**src/rtl/clkratio_pkg.sv**
```systemverilog
package clkratio_pkg;

  localparam int LEN_W     = 16;
  localparam int MAX_RATIO = 768;
  localparam int DIV_W     = $clog2(MAX_RATIO);

  typedef enum logic [1:0] {
    RATIO_256 = 2'd0,
    RATIO_384 = 2'd1,
    RATIO_512 = 2'd2,
    RATIO_768 = 2'd3
  } ratio_e;

  typedef struct packed {
    logic   ok;
    ratio_e code;
  } class_t;

  // Map a measured period length onto one of the accepted ratios.
  function automatic class_t classify(input logic [LEN_W-1:0] len);
    class_t r;
    r.ok   = 1'b1;
    r.code = RATIO_256;
    case (len)
      LEN_W'(256): r.code = RATIO_256;
      LEN_W'(384): r.code = RATIO_384;
      LEN_W'(512): r.code = RATIO_512;
      LEN_W'(768): r.code = RATIO_768;
      default:     r.ok   = 1'b0;
    endcase
    return r;
  endfunction

  // Frame length in master clocks for a ratio code.
  function automatic logic [LEN_W-1:0] frame_len(input ratio_e c);
    case (c)
      RATIO_256: return LEN_W'(256);
      RATIO_384: return LEN_W'(384);
      RATIO_512: return LEN_W'(512);
      default:   return LEN_W'(768);
    endcase
  endfunction

  // Allowed phase error in master clocks: tol_bits bit clocks of the frame.
  function automatic logic [LEN_W-1:0] tol_clocks(input ratio_e c, input int bpf,
                                                  input int tol_bits);
    case (c)
      RATIO_256: return LEN_W'(256 * tol_bits / bpf);
      RATIO_384: return LEN_W'(384 * tol_bits / bpf);
      RATIO_512: return LEN_W'(512 * tol_bits / bpf);
      default:   return LEN_W'(768 * tol_bits / bpf);
    endcase
  endfunction

  // Circular distance of a divider position from zero.
  function automatic logic [LEN_W-1:0] phase_err(input logic [LEN_W-1:0] pos,
                                                 input logic [LEN_W-1:0] n);
    return (pos <= (n >> 1)) ? pos : (n - pos);
  endfunction

endpackage

```
**src/rtl/clkratio_rst_stretch.sv**
```systemverilog
module clkratio_rst_stretch #(
  parameter int HOLD_CYCLES = 1024
) (
  input  logic clk,
  input  logic rst_n,
  output logic int_rst_n
);
  localparam int HW = $clog2(HOLD_CYCLES + 1);

  logic [HW-1:0] hold_cnt;
  logic          rel_q;

  always_ff @(posedge clk or negedge rst_n) begin
    if (!rst_n) begin
      hold_cnt <= '0;
      rel_q    <= 1'b0;
    end else if (!rel_q) begin
      hold_cnt <= hold_cnt + HW'(1);
      if (hold_cnt == HW'(HOLD_CYCLES - 1)) rel_q <= 1'b1;
    end
  end

  assign int_rst_n = rel_q;

  assert_release_sticky_R1: assert property (@(posedge clk) disable iff (!rst_n)
    rel_q |=> rel_q);

  assert_release_count_R1: assert property (@(posedge clk) disable iff (!rst_n)
    $rose(rel_q) |-> ($past(hold_cnt) == HW'(HOLD_CYCLES - 1)));

endmodule

```
**src/rtl/clkratio_period_meter.sv**
```systemverilog
module clkratio_period_meter
  import clkratio_pkg::*;
#(
  parameter int CNT_W = 11
) (
  input  logic             clk,
  input  logic             core_rst_n,
  input  logic             frame_clk,
  output logic             meas_stb,
  output logic             tmo,
  output logic [LEN_W-1:0] meas_len
);
  localparam int CMAX = (1 << CNT_W) - 1;

  logic             fc_q;
  logic [CNT_W-1:0] per_cnt;
  logic             seen_q;
  logic             rise;

  assign rise     = frame_clk & ~fc_q;
  assign tmo      = ~rise & (per_cnt == CNT_W'(CMAX - 1));
  assign meas_stb = rise & seen_q;
  assign meas_len = LEN_W'(per_cnt) + LEN_W'(1);

  always_ff @(posedge clk or negedge core_rst_n) begin
    if (!core_rst_n) begin
      fc_q    <= 1'b1;
      per_cnt <= '0;
      seen_q  <= 1'b0;
    end else begin
      fc_q <= frame_clk;
      if (rise)                           per_cnt <= '0;
      else if (per_cnt != CNT_W'(CMAX))   per_cnt <= per_cnt + CNT_W'(1);
      if (rise)     seen_q <= 1'b1;
      else if (tmo) seen_q <= 1'b0;
    end
  end

  assert_single_timeout_R7: assert property (@(posedge clk) disable iff (!core_rst_n)
    tmo |=> !tmo);

endmodule

```
**src/rtl/clkratio_ratio_tracker.sv**
```systemverilog
module clkratio_ratio_tracker
  import clkratio_pkg::*;
(
  input  logic             clk,
  input  logic             core_rst_n,
  input  logic             meas_stb,
  input  logic             tmo,
  input  logic [LEN_W-1:0] meas_len,
  output logic             locked,
  output ratio_e           code,
  output logic             bad,
  output logic             lock_evt,
  output logic             drop_evt
);
  logic [LEN_W-1:0] prev_len;
  logic             prev_ok;
  logic             locked_q;
  ratio_e           code_q;
  logic             bad_q;
  class_t           cls;
  logic             same;

  assign cls      = classify(meas_len);
  assign same     = prev_ok && (prev_len == meas_len);
  assign lock_evt = meas_stb && same && cls.ok && (!locked_q || (code_q != cls.code));
  assign drop_evt = tmo || (meas_stb && same && !cls.ok);

  always_ff @(posedge clk or negedge core_rst_n) begin
    if (!core_rst_n) begin
      prev_len <= '0;
      prev_ok  <= 1'b0;
      locked_q <= 1'b0;
      code_q   <= RATIO_256;
      bad_q    <= 1'b0;
    end else if (tmo) begin
      locked_q <= 1'b0;
      bad_q    <= 1'b1;
      prev_ok  <= 1'b0;
    end else if (meas_stb) begin
      bad_q    <= ~cls.ok;
      prev_len <= meas_len;
      prev_ok  <= 1'b1;
      if (lock_evt) begin
        locked_q <= 1'b1;
        code_q   <= cls.code;
      end else if (drop_evt) begin
        locked_q <= 1'b0;
      end
    end
  end

  assign locked = locked_q;
  assign code   = code_q;
  assign bad    = bad_q;

  assert_lock_on_valid_R4: assert property (@(posedge clk) disable iff (!core_rst_n)
    $rose(locked_q) |-> !bad_q);

endmodule

```
**src/rtl/clkratio_phase_guard.sv**
```systemverilog
module clkratio_phase_guard
  import clkratio_pkg::*;
#(
  parameter int DIV_BITS       = DIV_W,
  parameter int BITS_PER_FRAME = 64,
  parameter int TOL_BITS       = 6
) (
  input  logic   clk,
  input  logic   core_rst_n,
  input  logic   meas_stb,
  input  logic   locked,
  input  ratio_e code,
  input  logic   lock_evt,
  input  logic   drop_evt,
  output logic   resync,
  output logic   div_tick
);
  logic [DIV_BITS-1:0] div_q;
  logic [DIV_BITS-1:0] div_nxt;
  logic                resync_q;
  logic [LEN_W-1:0]    n_len;
  logic [LEN_W-1:0]    perr;
  logic [LEN_W-1:0]    tol;
  logic                phase_bad;

  assign n_len     = frame_len(code);
  assign tol       = tol_clocks(code, BITS_PER_FRAME, TOL_BITS);
  assign perr      = phase_err(LEN_W'(div_q), n_len);
  assign div_nxt   = (LEN_W'(div_q) == n_len - LEN_W'(1)) ? '0 : div_q + DIV_BITS'(1);
  assign phase_bad = meas_stb && locked && !lock_evt && !drop_evt && (perr > tol);

  always_ff @(posedge clk or negedge core_rst_n) begin
    if (!core_rst_n) begin
      div_q    <= '0;
      resync_q <= 1'b0;
    end else if (drop_evt) begin
      div_q    <= '0;
      resync_q <= 1'b0;
    end else if (lock_evt) begin
      div_q    <= DIV_BITS'(1);
      resync_q <= 1'b0;
    end else if (locked) begin
      if (phase_bad) begin
        div_q    <= DIV_BITS'(1);
        resync_q <= 1'b1;
      end else begin
        div_q <= div_nxt;
        if (meas_stb) resync_q <= 1'b0;
      end
    end else begin
      div_q    <= '0;
      resync_q <= 1'b0;
    end
  end

  assign resync   = resync_q;
  assign div_tick = locked && (div_q == '0);

  assert_resync_locked_R8: assert property (@(posedge clk) disable iff (!core_rst_n)
    resync_q |-> locked);

  assert_resync_start_R8: assert property (@(posedge clk) disable iff (!core_rst_n)
    $rose(resync_q) |-> $past(meas_stb));

  assert_resync_end_R9: assert property (@(posedge clk) disable iff (!core_rst_n)
    $fell(resync_q) |-> $past(meas_stb || drop_evt));

  assert_div_range_R10: assert property (@(posedge clk) disable iff (!core_rst_n)
    LEN_W'(div_q) < n_len);

endmodule

```
**src/rtl/clkratio_ctrl.sv**
```systemverilog
module clkratio_ctrl
  import clkratio_pkg::*;
#(
  parameter int CNT_W          = 11,
  parameter int HOLD_CYCLES    = 1024,
  parameter int BITS_PER_FRAME = 64,
  parameter int TOL_BITS       = 6
) (
  input  logic       clk,
  input  logic       rst_n,
  input  logic       frame_clk,
  output logic       int_rst_n,
  output logic       force_mid,
  output logic       ratio_locked,
  output logic [1:0] ratio_code,
  output logic       period_bad,
  output logic       resync_busy,
  output logic       frame_tick
);
  logic             core_rst_n;
  logic             meas_stb;
  logic             tmo;
  logic [LEN_W-1:0] meas_len;
  logic             locked;
  ratio_e           code;
  logic             bad;
  logic             lock_evt;
  logic             drop_evt;
  logic             resync;
  logic             div_tick;

  clkratio_rst_stretch #(.HOLD_CYCLES(HOLD_CYCLES)) u_rst (
    .clk      (clk),
    .rst_n    (rst_n),
    .int_rst_n(core_rst_n)
  );

  clkratio_period_meter #(.CNT_W(CNT_W)) u_meter (
    .clk       (clk),
    .core_rst_n(core_rst_n),
    .frame_clk (frame_clk),
    .meas_stb  (meas_stb),
    .tmo       (tmo),
    .meas_len  (meas_len)
  );

  clkratio_ratio_tracker u_track (
    .clk       (clk),
    .core_rst_n(core_rst_n),
    .meas_stb  (meas_stb),
    .tmo       (tmo),
    .meas_len  (meas_len),
    .locked    (locked),
    .code      (code),
    .bad       (bad),
    .lock_evt  (lock_evt),
    .drop_evt  (drop_evt)
  );

  clkratio_phase_guard #(
    .DIV_BITS      (DIV_W),
    .BITS_PER_FRAME(BITS_PER_FRAME),
    .TOL_BITS      (TOL_BITS)
  ) u_phase (
    .clk       (clk),
    .core_rst_n(core_rst_n),
    .meas_stb  (meas_stb),
    .locked    (locked),
    .code      (code),
    .lock_evt  (lock_evt),
    .drop_evt  (drop_evt),
    .resync    (resync),
    .div_tick  (div_tick)
  );

  assign int_rst_n    = core_rst_n;
  assign force_mid    = ~core_rst_n | resync;
  assign ratio_locked = locked;
  assign ratio_code   = code;
  assign period_bad   = bad;
  assign resync_busy  = resync;
  assign frame_tick   = div_tick;

endmodule

```
**config.mk**
```make
export PLATFORM = sky130hd
export DESIGN_NAME = clkratio_ctrl
export DESIGN_NICKNAME = d
export VERILOG_FILES = /design/src/rtl/clkratio_pkg.sv /design/src/rtl/clkratio_rst_stretch.sv /design/src/rtl/clkratio_period_meter.sv /design/src/rtl/clkratio_ratio_tracker.sv /design/src/rtl/clkratio_phase_guard.sv /design/src/rtl/clkratio_ctrl.sv
export SDC_FILE = /design/constraint.sdc
export NUM_CORES = 1
export LEC_CHECK = 0
export BUFFER_PORTS_ARGS = -buffer_cell sky130_fd_sc_hd__buf_2
export CAP_MARGIN = 30
export CORE_ASPECT_RATIO = 2
export CORE_MARGIN = 1.5
export CORE_UTILIZATION = 45
export DETAILED_ROUTE_END_ITERATION = 6
export GPL_TIMING_DRIVEN = 0
export PLACE_DENSITY = 0.68
export SLEW_MARGIN = 20
export SYNTH_ARGS = -nofsm -noshare
export SYNTH_HDL_FRONTEND = slang
export SYNTH_SLANG_ARGS = --single-unit
```
**constraint.sdc**
```tcl
create_clock -name clk -period 2.3 [get_ports clk]
set_clock_uncertainty 0.1 [all_clocks]
set_input_delay 0.575 -clock clk [delete_from_list [all_inputs] [get_ports clk]]
set_output_delay 0.575 -clock clk [all_outputs]
set_load 0.005 [all_outputs]
```
* Word level (Yosys, flattened, before mapping) *
Index checks and enable logic that the tools add are counted.
Widths: inputs -> output; s select.

storage, ports and cells
  word-level logic and storage cells = 97
  output and inout port bits = 8
  input bits = 3
  ROM bits = 0
  bits in latches = 0
  RAM bits = 0
  memories = 0
  register bits after elaboration = 57

cells by class
  order comparisons = 2
  multiplexer cells = 29
  bitwise operators = 9
  shifts and indexed selects = 0
  reduce and logical (&&, ||, !) cells = 26
  multiply operators = 0
  divide/modulo/power cells = 0
  equal/unequal tests = 13
  add/sub/neg operators = 6

operator list
  kind                   number
  $mux 10                5
  $pmux 10 s3            1
  $eq 12x10->1 const B   2
  $eq 12x9->1 const B    2
  $add 11x1->11 const B  2
  $mux 11                2
  $pmux 7 s3             1
  $mux 1                 18
  $eq 10x16->1           1
  $eq 16x12->1           1
  $gt 16x7->1            1
  $mux 16                1
  $add 11x1->12 const B  1
  $eq 11x10->1 const B   1
  $eq 11x11->1 const B   1
  $ne 11x11->1 const B   1
  $sub 10x1->11 const B  1
  $sub 10x10->11         1
  $add 10x1->10 const B  1
  $le 10x9->1            1
  $logic_and 1x1->1      10
  $logic_not 10->1       1
  $pmux 2 s3             1
  $reduce_bool 2->1      3
  other kinds (14)       25

* Depth between registers and ports, before layout *
  depth after elaboration = 14
  gate-level depth with buffers = 17
  gate-level depth less buffers = 16

* Cells and area by module *
From an unflattened synthesis, not the netlist that was laid out.

second synthesis, totals
  cells, all modules = 373
  area total of the unflattened synthesis = 3,672.3 sq um

modules (own cells, without submodules)
  module                  cells each  times used  sequential area each (sq um)  area each (sq um)
  clkratio_phase_guard    146         1           275.3                         1,217.4
  clkratio_ratio_tracker  101         1           525.5                         1,152.4
  clkratio_period_meter   82          1           326.6                         770.7
  clkratio_rst_stretch    43          1           300.3                         525.5
  clkratio_ctrl           1           1           0.0                           6.3

* Least setup slack after synthesis *
OpenSTA, ideal clock, no wires.

  path kind = register -> register
  start point = register u_track.code_q[1], in the netlist u_track.code[1]
  end point = register u_phase.div_q[3]
  path slack = -1.440 ns
  required time = 2.131 ns
  path buffers = 1
  arrival = 3.571 ns
  clock period less this slack = 3.740 ns
  stages on the path, launching flop included = 18
  library setup time = 0.069 ns
  cells stage by stage = dfrtp_1 -> inv_1 -> ha_1 -> a311oi_1 -> a21bo_2 -> o31ai_1 -> nand2b_1 -> a21oi_1 -> xor2_1 -> ha_1 -> a21o_1 -> a21oi_1 -> nand3b_1 -> o21ai_0 -> o211a_1 -> or3b_1 -> buf_6 -> nor2_2

on the way
  longest elaborated chain between the ends = 11
  elaborated cells on any way between the ends = 23
  classes of those cells = 2 x add/sub; 2 x order compare; 4 x eq/ne; 8 x mux; 7 x reduce/logical

ends and longest elaborated chain
  what                                                 line                          RTL
  start: declaration                                   clkratio_ratio_tracker.sv:18  ratio_e code_q;
  start signal: assignment                             clkratio_ratio_tracker.sv:45  code_q <= cls.code;
  branches (longest 9 deep; another with $gt 16x7->1)  n/a
  $mux 10 *                                            clkratio_phase_guard.sv:39    end else if (lock_evt) begin
  $mux 10 *                                            clkratio_phase_guard.sv:36    end else if (drop_evt) begin
  end signal: assignment                               clkratio_phase_guard.sv:47    div_q <= div_nxt;
  end: declaration                                     clkratio_phase_guard.sv:18    logic [DIV_BITS-1:0] div_q;

Mark *: on every way between the ends.
A chain may end at the register's enable or synchronous reset.

* Worst setup path after layout *
Same ends and word-level chain as after synthesis.

==> results by group <==
Power
  • Overall power: 0.00234 W
  • VDD IR-drop max: roughly 0.00045 V
  • Pwr Density: 517 mW/mm^2
  • Static Leakage: about 1.9 nW

Critical path
  • Crit-path max FO: 6
  • Worst Path Required: roughly 2.4 ns
  • Setup CP Type: flop to flop
  • Setup crit end kind: flop
  • Crit start category: flop
  • WP data arrival: 3.68 ns

Yosys
  • Syn avg cell area: approximately 8.9 um^2
  • Post-synthesis cell count: slightly above 400
  • Number of synthesized register bits: between 50 and 60
  • YS warnings: 0
  • Seq/Total Area, Yosys: 0.358
  • Post-synth EDFFs: 0
  • Synth Flop Type: dfrtp_1
  • Netlist Area Pre-Place: 0.00370 mm^2
  • Async S/R FF share, synth: 1.00
  • Count of different cell masters after synthesis: between 60 and 70
  • Syn_nets: ~440

STA
  • Fin. max-slew vios: 0
  • Final worst-path cycle share: 1.54
  • Final count of hold timing violations: 0
  • Final worst slack: -1.25 ns
  • RSZ-0062 raised after global routing: yes
  • Fin crit period: approximately 3.5 ns
  • Fmax: approximately 280 MHz
  • Worst-margin pin slew: just over 0.6 ns
  • Setup violations, final: 15
  • TNS Setup: -13.04 ns
  • Normalized max-slew margin: 0.596

Floorplan
  • Core area: slightly below 0.008 mm^2
  • Std cell rows: between 40 and 50
  • Die Wd: 67.2 um
  • Initial Utilization: 0.466
  • Die area: approximately 0.009 mm^2
  • Chip height: between 100 and 150 um
  • Top Ports: 11

Clock network
  • Reg clk slew, reported paths: approximately 0.07 ns
  • Sink Count: 53
  • Root Buffer Master: clkbuf_16
  • H-tree levels: 2
  • Clock Path Buffers: 2
  • Clock tree from TritonCTS: done
  • Total CTS buffers: 5
  • Worst skew pair latency: 0.30 ns

Flow run
  • Max Cap Viol: 0

Drt
  • DRT Wirelength: around 9400 um
  • Vias per cell: between 5 and 6
  • DR WL/cell: 17.0 um
  • Iter 0 DRT Violations: 86
  • Post-route ant nets: 0
  • Vias: approximately 3100
  • DRC viols: 0
  • DRT Pass-1 Iters: 4

Final layout
  • Final #Nets: between 400 and 500
  • Final std cells w/o fill: 552
  • Syn-to-layout area delta: 22.2%
  • # fillers: ~710
  • Share of layout cells above drive strength 1: 0.252
  • Antenna cells: 0

Place
  • Post-Place Cells: roughly 520
  • Gpl congestion: approximately 0.86
  • Dpl hpwl: 6940 um
  • Port bufs: 10

Global route
  • First-pass GRT wire length: ~15000 um
  • Total grt overflow: 0
  • Largest net degree at the start of global routing: 26
  • Global-route met3 utilization: 0.0291
  • M2 GR Usage: 0.430
  • Vias in the first global route: about 3200
  • Met1 GRT Util: 0.234
  • Initial antenna violation count: 0
  • GRT Resource Usage Total: 0.227
  • GRT Max-Usage Layer: met2

Worst hold path
  • Hold/Removal Path Class: input pin to asynchronous set/reset pin

Outcome
  • Status: finished, violations left
  • Failing checks: negative setup slack
[power breakdown]
group | leakage (nW) | total (W) | switching [W] | internal, W
combinational | 1.14 | 0.000410 | 0.000191 | 0.000219
sequential | 0.684 | 0.00105 | 0.0000561 | 0.000995
clock | 0.0848 | 0.000881 | 0.000359 | 0.000522
[stage by stage]
step | setup slack (ns) | util | cell area, um^2 | hold slack [ns]
after floorplan | -1.07 | - | 3780 | 0.179
after CTS | -1.32 | 0.555 | 4410 | 0.0406
after detailed placement | -1.43 | 0.500 | 3970 | 0.122
final | -1.25 | 0.570 | 4530 | 0.0409
after global placement | -1.43 | 0.497 | 3950 | 0.352
after global routing | -1.44 | 0.570 | 4530 | 0.0522
[sequential cells by signal, indices dropped and copies added, names as in the netlist, 2 cells and up]
| signal | flops |
|---|---|
| u_rst.hold_cnt | 11 |
| u_track.prev_len | 12 |
| u_track.code | 2 |
| u_phase.div_q | 10 |
| u_meter.per_cnt | 11 |
[cell families after synthesis]
group	after synthesis	synth area share
and+or+nand+nor	162	0.232
AOI/OAI and AO/OA	86	0.151
DFF	53	0.358
xor gates and xnor gates	48	0.132
buffers and inverters	43	0.0537
adders and majority gates	19	0.0642
muxes	3	0.00878
[final timing paths]
path	start	to	slack, ns	cells after the start
min	rst_n	u_rst.hold_cnt[5]$_DFFE_PN0N_	0.04	1
max	u_track.code[1]$_DFFE_PN0P_	u_phase.div_q[3]$_DFF_PN0_	-1.25	16
min in group clk	frame_clk	u_meter.fc_q$_DFF_PN1_	0.29	1
max in group asynchronous	u_rst.int_rst_n$_DFF_PN0_	u_meter.fc_q$_DFF_PN1_	1.50	1
max reg2reg	u_track.code[1]$_DFFE_PN0P_	u_phase.div_q[3]$_DFF_PN0_	-1.25	16
min reg2reg	u_rst.int_rst_n$_DFF_PN0_	u_meter.per_cnt[0]$_DFFE_PN0P_	0.11	0
[layer usage]
layer,vias to the layer above,wire (um)
met5,-,0
met4,0,265
met3,18,189
met2,47,5520
met1,1503,3430
li1,1553,-
[area by class of cell]
class	instances	area [um^2]	share of cell area
timing repair buffer	40	288	0.0636
buffer	19	118	0.0260
inverter	18	70.1	0.0155
sequential	53	1340	0.296
clock buffer	5	125	0.0276
multi-input combinational	318	2420	0.534
clock inverter	3	47.5	0.0105
tap	96	120	0.0265
[worst max-delay path: stages (launching register included)]
cell,delay [ns]
dfrtp_2,0.45
inv_4,0.09
ha_4,0.20
a311oi_4,0.31
a21bo_4,0.29
o31ai_4,0.06
nand2b_4,0.19
a21oi_2,0.04
xor2_1,0.15
ha_1,0.30
a21o_1,0.19
a21oi_2,0.13
nand3b_1,0.10
o21ai_2,0.14
o211a_1,0.19
or3b_4,0.45
nor2_2,0.10
[cells in the mapped netlist, types with 3 or more instances]
cell type / instances / area [um^2]
a31oi_1: 5 / 31.3
nor3_1: 11 / 55.1
clkbuf_1: 15 / 56.3
xor2_1: 20 / 175
nand3_1: 29 / 145
and4_1: 4 / 35.0
nand3b_1: 5 / 37.5
xnor3_1: 4 / 90.1
and3_1: 7 / 43.8
o311ai_0: 3 / 26.3
ha_1: 19 / 238
o21ai_0: 28 / 140
o41ai_1: 3 / 26.3
nand2b_1: 7 / 43.8
nor2_1: 24 / 90.1
a21oi_1: 19 / 95.1
o211ai_1: 5 / 37.5
a211oi_1: 3 / 22.5
nand2_1: 36 / 135
nor2b_1: 7 / 43.8
xnor2_1: 23 / 201
or4_1: 3 / 22.5
inv_1: 18 / 67.6
nand4_1: 4 / 25.0
dfrtp_1: 52 / 1300
or3_1: 5 / 31.3
buf_4: 4 / 30.0
nor2_2: 6 / 37.5
o31ai_1: 4 / 30.0
buf_2: 3 / 15.0
[cell usage in the layout (no fill, tap or decap), drive strengths merged, types with 20 or more instances in the layout]
cell and instances:
dfrtp 52, xnor2 23, inv 20, o21ai 28
buf 48, xor2 20, nor2 30, nand3 29
nand2 36
[repair_timing]
| item | in CTS | in global routing |
|---|---|---|
| endpoints found under the setup margin | 17 | 18 |
| pin swaps | 6 | 10 |
| buffers inserted | 24 | 5 |
| gates cloned | 0 | 0 |
| gates resized for setup | 29 | 19 |
| hold buffers | 0 | 0 |
Power figures use the tool's default switching activity.
